$ cat config.mk
export PLATFORM = sky130hd
export DESIGN_NAME = mul_hl_unit
export DESIGN_NICKNAME = d
export VERILOG_FILES = /design/src/rtl/mul_hl_pkg.sv /design/src/rtl/mul_hl_ctrl.sv /design/src/rtl/mul_hl_dpath.sv /design/src/rtl/mul_hl_unit.sv
export SDC_FILE = /design/constraint.sdc
export NUM_CORES = 2
export LEC_CHECK = 0
export ABC_CLOCK_PERIOD_IN_PS = 7200
export BUFFER_PORTS_ARGS = -buffer_cell sky130_fd_sc_hd__buf_2
export CORE_ASPECT_RATIO = 2
export CORE_MARGIN = 2
export CORE_UTILIZATION = 60
export CTS_BUF_LIST = sky130_fd_sc_hd__clkbuf_16
export DETAILED_ROUTE_END_ITERATION = 10
export HOLD_SLACK_MARGIN = 0.1
export PLACE_DENSITY_LB_ADDON = 0.05
export REMOVE_ABC_BUFFERS = 1
export SLEW_MARGIN = 25
export SYNTH_ARGS = -nofsm -noshare
export SYNTH_HDL_FRONTEND = slang
export SYNTH_HIERARCHICAL = 1
export SYNTH_SLANG_ARGS = --single-unit
$ cat constraint.sdc
create_clock -name clk -period 7.2 [get_ports clk]
set_input_delay 2.16 -clock clk [delete_from_list [all_inputs] [get_ports clk]]
set_output_delay 2.16 -clock clk [all_outputs]
set_load 0.005 [all_outputs]
$ cat src/rtl/mul_hl_pkg.sv
package mul_hl_pkg;
  typedef enum logic [1:0] {
    OP_LOW  = 2'b00,
    OP_HISS = 2'b01,
    OP_HISU = 2'b10,
    OP_HIUU = 2'b11
  } mulOp_e;

  typedef struct packed {
    logic loadOps;
    logic storeResult;
  } mulStrobes_t;
endpackage

$ cat src/rtl/mul_hl_ctrl.sv
module mul_hl_ctrl
  import mul_hl_pkg::*;
#(
  parameter int LATENCY = 2
) (
  input  logic        clk,
  input  logic        rstN,
  input  logic        inValid,
  output logic        busy,
  output logic        outDone,
  output mulStrobes_t strobes
);
  localparam int CW = (LATENCY > 1) ? $clog2(LATENCY) : 1;

  logic [CW-1:0] remaining;

  always_comb begin
    strobes.loadOps     = inValid && !busy;
    strobes.storeResult = busy && (remaining == '0);
  end

  always_ff @(posedge clk) begin
    if (!rstN) begin
      busy      <= 1'b0;
      outDone   <= 1'b0;
      remaining <= '0;
    end else begin
      outDone <= strobes.storeResult;
      if (strobes.loadOps) begin
        busy      <= 1'b1;
        remaining <= CW'(LATENCY - 1);
      end else if (strobes.storeResult) begin
        busy <= 1'b0;
      end else if (busy) begin
        remaining <= remaining - 1'b1;
      end
    end
  end
endmodule

$ cat src/rtl/mul_hl_dpath.sv
module mul_hl_dpath
  import mul_hl_pkg::*;
#(
  parameter int XLEN = 32
) (
  input  logic            clk,
  input  logic            rstN,
  input  mulStrobes_t     strobes,
  input  logic [1:0]      opSel,
  input  logic [XLEN-1:0] opA,
  input  logic [XLEN-1:0] opB,
  output logic [XLEN-1:0] outResult
);
  localparam int EW = XLEN + 1;
  localparam int PW = 2 * EW;

  logic signed [EW-1:0] aExt, bExt;
  logic                 wantLow;
  logic signed [PW-1:0] product;
  logic                 aSigned, bSigned;

  always_comb begin
    aSigned = (opSel != OP_HIUU);
    bSigned = (opSel == OP_LOW) || (opSel == OP_HISS);
    product = aExt * bExt;
  end

  always_ff @(posedge clk) begin
    if (!rstN) begin
      aExt      <= '0;
      bExt      <= '0;
      wantLow   <= 1'b1;
      outResult <= '0;
    end else begin
      if (strobes.loadOps) begin
        aExt    <= {aSigned & opA[XLEN-1], opA};
        bExt    <= {bSigned & opB[XLEN-1], opB};
        wantLow <= (opSel == OP_LOW);
      end
      if (strobes.storeResult) begin
        outResult <= wantLow ? product[XLEN-1:0] : product[2*XLEN-1:XLEN];
      end
    end
  end
endmodule

$ cat src/rtl/mul_hl_unit.sv
module mul_hl_unit
  import mul_hl_pkg::*;
#(
  parameter int XLEN    = 32,
  parameter int LATENCY = 2
) (
  input  logic            clk,
  input  logic            rstN,
  input  logic            inValid,
  input  logic [1:0]      opSel,
  input  logic [XLEN-1:0] opA,
  input  logic [XLEN-1:0] opB,
  output logic            busy,
  output logic            outDone,
  output logic [XLEN-1:0] outResult
);
  mulStrobes_t strobes;

  mul_hl_ctrl #(.LATENCY(LATENCY)) ctrl_i (
    .clk(clk), .rstN(rstN), .inValid(inValid),
    .busy(busy), .outDone(outDone), .strobes(strobes)
  );

  mul_hl_dpath #(.XLEN(XLEN)) dpath_i (
    .clk(clk), .rstN(rstN), .strobes(strobes), .opSel(opSel),
    .opA(opA), .opB(opB), .outResult(outResult)
  );
endmodule

==> results.txt <==
----------------------------------------------------
[Run status]
  Outcome ... finished, violations left
  Violations in the final reports ... negative setup slack

[Setup path]
  Element type at the critical path start ... flip-flop
  Kind of end point of the critical path ... flip-flop
  Crit path arrival time ... between 8 and 9 ns
  Start point of the critical path ... dpath_i/bExt[12]
  Kind of critical path ... reg -> reg
  Crit path max fanout ... 13
  Source of the worst register-to-register timing path ... dpath_i/bExt[12]
  Required time of the critical path ... approximately 7.6 ns

[Die]
  Floorplan core area ... 69800 um2
  Die Y-Extent ... 379 um
  Total number of placement rows ... 137
  Die X ... between 150 and 200 um
  Boundary Pins ... 103
  Initial core utilization ... 0.605
  Overall die area ... 72600 um2

[Synthesis]
  Flop and latch count out of synthesis ... 102
  Synthesized area per cell ... 9.23 um2
  Cell with the most instances after synthesis ... fa_1
  Flip-flop cell with the highest count after synthesis ... dfxtp_1
  Largest cells by area after synthesis ... fa_1 (53%), inv_1 (9.9%), and2_1 (8.0%)
  Most area-hungry cell type in the Yosys netlist ... fa_1
  Most frequent cells after synthesis ... fa_1 (1125), inv_1 (1114), nand2_1 (589)
  Sequential element share of the synthesized area ... 0.0484
  Warnings from Yosys ... 6
  Fraction of synthesis flops using an asynchronous set or reset pin ... 0
  Number of distinct standard cells referenced by the synthesized netlist ... 54
  Mapped Area ... ~42000 um2
  Number of enable flip-flop cells after synthesis ... 0
  Share of the synthesized area in the top cell type ... 0.533
  Synthesized instance count ... 4576

[Place]
  IO Port Bufs ... around 100
  Placed cell count ... 5863
  HPWL after DPL ... around 120000 um
  Worst setup timing slack at the placement stage ... -1.07 ns
  Gpl congestion ... around 0.99

[Power]
  Pwr Total ... 7.16 mW
  Switching power ... 3.71 mW
  Part of the total power dissipated in the clock network ... 0.090
  Fraction of power spent switching nets ... 0.518
  Pleak ... roughly 26 nW
  Ratio of total power to cell area ... about 140 nW/um2
  Share of power burned in combinational logic ... 0.816
  Maximum vdd drop ... approximately 0.17 mV
  Internal Power ... ~3.4 mW
  Share of total power in sequential cells ... 0.094

[Layout]
  Fraction of layout instances using a drive strength above 1 ... 0.207
  Post-layout net count ... roughly 6400
  Post-route core utilization ... 0.724
  Fill count ... 5534
  Final cell count without fillers ... between 5000 and 6000
  Layout-stage area growth over the synthesis result ... 19.6%

[STA]
  Minimum clock period after layout ... roughly 7.7 ns
  Number of slew-limit violations in the final report ... 0
  Crit share post-route ... 1.07
  Fin Clk Skew ... around 0.029 ns
  Transition at the pin with the smallest max-transition slack ... 0.734 ns
  Unrepaired setup endpoints after global routing ... true
  Setup-violating endpoint count in the final report ... 32
  Maximum operating frequency ... approximately 0.13 GHz
  Final setup margin ... -0.469 ns
  Count of endpoints failing hold in the final timing report ... 0
  Rel. slew slack ... 0.511

[Route]
  Met2 routed WL ... 76200 um
  Top routing layer in use ... met5
  Starting DRT DRC Count ... about 1600
  Routed wire length per instance ... 24.6 um
  Total met3 wirelength after detailed routing ... between 9000 and 10000 um
  Avg Vias per Cell ... ~5.6
  Number of nets still failing antenna checks after routing ... 0
  Post-route met1 wirelength ... 39700 um
  Total detailed-routing wirelength ... approximately 150000 um
  Vias post-DR ... around 33000
  Detailed Routing Iterations Pass 1 ... 8
  Number of DRC violations after detailed routing ... 0

[Clock tree]
  Clock Pin Slew Worst Setup and Hold Paths ... 0.11 ns
  Maximum count of clock buffers along a single path ... 2
  TritonCTS clock tree ... yes
  Worst skew pair latency ... approximately 0.47 ns
  CTS Root Cell ... clkbuf_16
  Total number of H-tree levels ... 3
  TritonCTS Buffers ... 9
  Count of hold-fix buffers inserted at cts ... 0
  Number of sinks handled by clock tree synthesis ... around 100

[GRT]
  Total global routing track utilization ... 0.428
  Antenna violations before repair ... 12
  Remaining Overflow, GRT ... 0
  Largest net degree at the start of global routing ... 62
  Via count of the first global-routing pass ... roughly 38000
  Wire length of the first global-routing pass ... between 200000 and 250000 um

[Flow run]
  MaxCap Viol Count ... 0

[Min path]
  Hold path startpoint ... dpath_i/outResult[1]
  Class of the most critical hold timing path ... reg -> reg

----------------------------------------------------
worst max-delay path, cell delays in order, from the launching register on:
cell and delay [ns]:
dfxtp_2 0.35, buf_12 0.16, buf_4 0.17, and2_1 0.17
fa_1 0.56, fa_2 0.46, fa_2 0.66, ha_2 0.20
inv_1 0.06, fa_1 0.52, inv_2 0.04, fa_1 0.52
fa_1 0.53, inv_1 0.06, fa_1 0.51, inv_2 0.05
ha_4 0.26, and3_4 0.20, nand4_1 0.10, or2_1 0.26
o221a_4 0.27, o21ai_4 0.20, buf_6 0.13, a31oi_4 0.09
or4_4 0.45, a21oi_4 0.23, mux2i_1 0.24, nor3_2 0.05
metrics by stage:
step | cell area (um2) | TNS, ns | hold slack, ns
global placement | 47900 | -19.52 | 0.457
floorplan | 41200 | -5.10 | 0.470
finish | 50500 | -10.48 | 0.486
global route | 50500 | -16.74 | 0.503
detailed placement | 47900 | -22.30 | 0.465
CTS | 49400 | -8.61 | 0.489
power groups by stage:
| stage | Sequential, mW | Clock, mW | Combinational (mW) |
|---|---|---|---|
| after floorplan | 0.751 | 0 | 2.49 |
| after global placement | 0.679 | 0 | 4.99 |
| after detailed placement | 0.679 | 0 | 5.06 |
| after CTS | 0.669 | 0.664 | 5.44 |
| after global routing | 0.677 | 0.672 | 6.27 |
| final | 0.674 | 0.643 | 5.84 |
registers in the layout, summed over array words and instances (netlist names):
register	cells
ctrl_i/busy	1
ctrl_i/outDone	1
ctrl_i/remaining	1
dpath_i/aExt	33
dpath_i/bExt	33
dpath_i/outResult	32
dpath_i/wantLow	1
worst paths after layout:
check | to | slack (ns) | depth (start not counted)
worst max-delay path | dpath_i/outResult[25] | -0.47 | 27
worst min-delay path | dpath_i/outResult[1] | 0.49 | 1
worst max register to register | dpath_i/outResult[25] | -0.47 | 27
worst min register to register | dpath_i/outResult[1] | 0.49 | 1
metal layers:
layer  vias to the layer above  global-route usage
met5                         -                   0
met4                         8               0.470
met3                       819              0.0960
met2                      1382               0.748
met1                     17118               0.377
li1                      14114                   -
area by class of cell:
cell class	count	area (um2)	share of cell area
Tap cell	903	1130	0.0224
Multi-Input combinational cell	3099	36300	0.719
Sequential cell	102	2140	0.0424
Timing Repair Buffer	715	6380	0.126
Inverter	1115	4190	0.0829
Clock inverter	7	98.8	0.00196
Antenna cell	9	22.5	0.000446
Clock buffer	9	225	0.00446
logic make-up after synthesis:
| kind of cell | count (synthesis) | synth area share |
|---|---|---|
| AND/OR/NAND/NOR | 1336 | 0.159 |
| multiplexers | 71 | 0.0169 |
| buffers and inverters | 1375 | 0.122 |
| adder cells (fa/ha/maj) | 1337 | 0.596 |
| XOR/XNOR | 73 | 0.0151 |
| AO/OA/AOI/OAI | 282 | 0.0420 |
| flip-flops | 102 | 0.0484 |
repair_timing:
| action | CTS | global route |
|---|---|---|
| endpoints found under the setup margin | 32 | 32 |
| buffers inserted | 31 | 44 |
| gates resized for setup | 247 | 182 |
| pin swaps | 125 | 154 |
| gates cloned | 3 | 2 |
cells in the final DEF (no fill, tap or decap), drive strengths merged, types with 7 or more instances in the layout:
master | netlist | routed
a211oi | 9 | 9
a21oi | 94 | 94
and2 | 542 | 542
xnor2 | 47 | 47
nand2 | 589 | 589
a31oi | 18 | 18
nand3 | 13 | 13
ha | 212 | 212
xor2 | 26 | 26
o21ai | 61 | 61
buf | 5 | 712
nand4 | 13 | 13
clkbuf | 255 | 11
a21o | 34 | 34
o221ai | 7 | 7
nor2b | 72 | 72
nor3 | 10 | 10
and3 | 9 | 9
o211ai | 9 | 9
fa | 1125 | 1125
diode | 0 | 9
inv | 1114 | 1118
nor2 | 62 | 62
nand2b | 12 | 12
mux2i | 70 | 70
dfxtp | 102 | 102
o21bai | 7 | 7
Note: power is estimated with default switching activity, not from simulation.
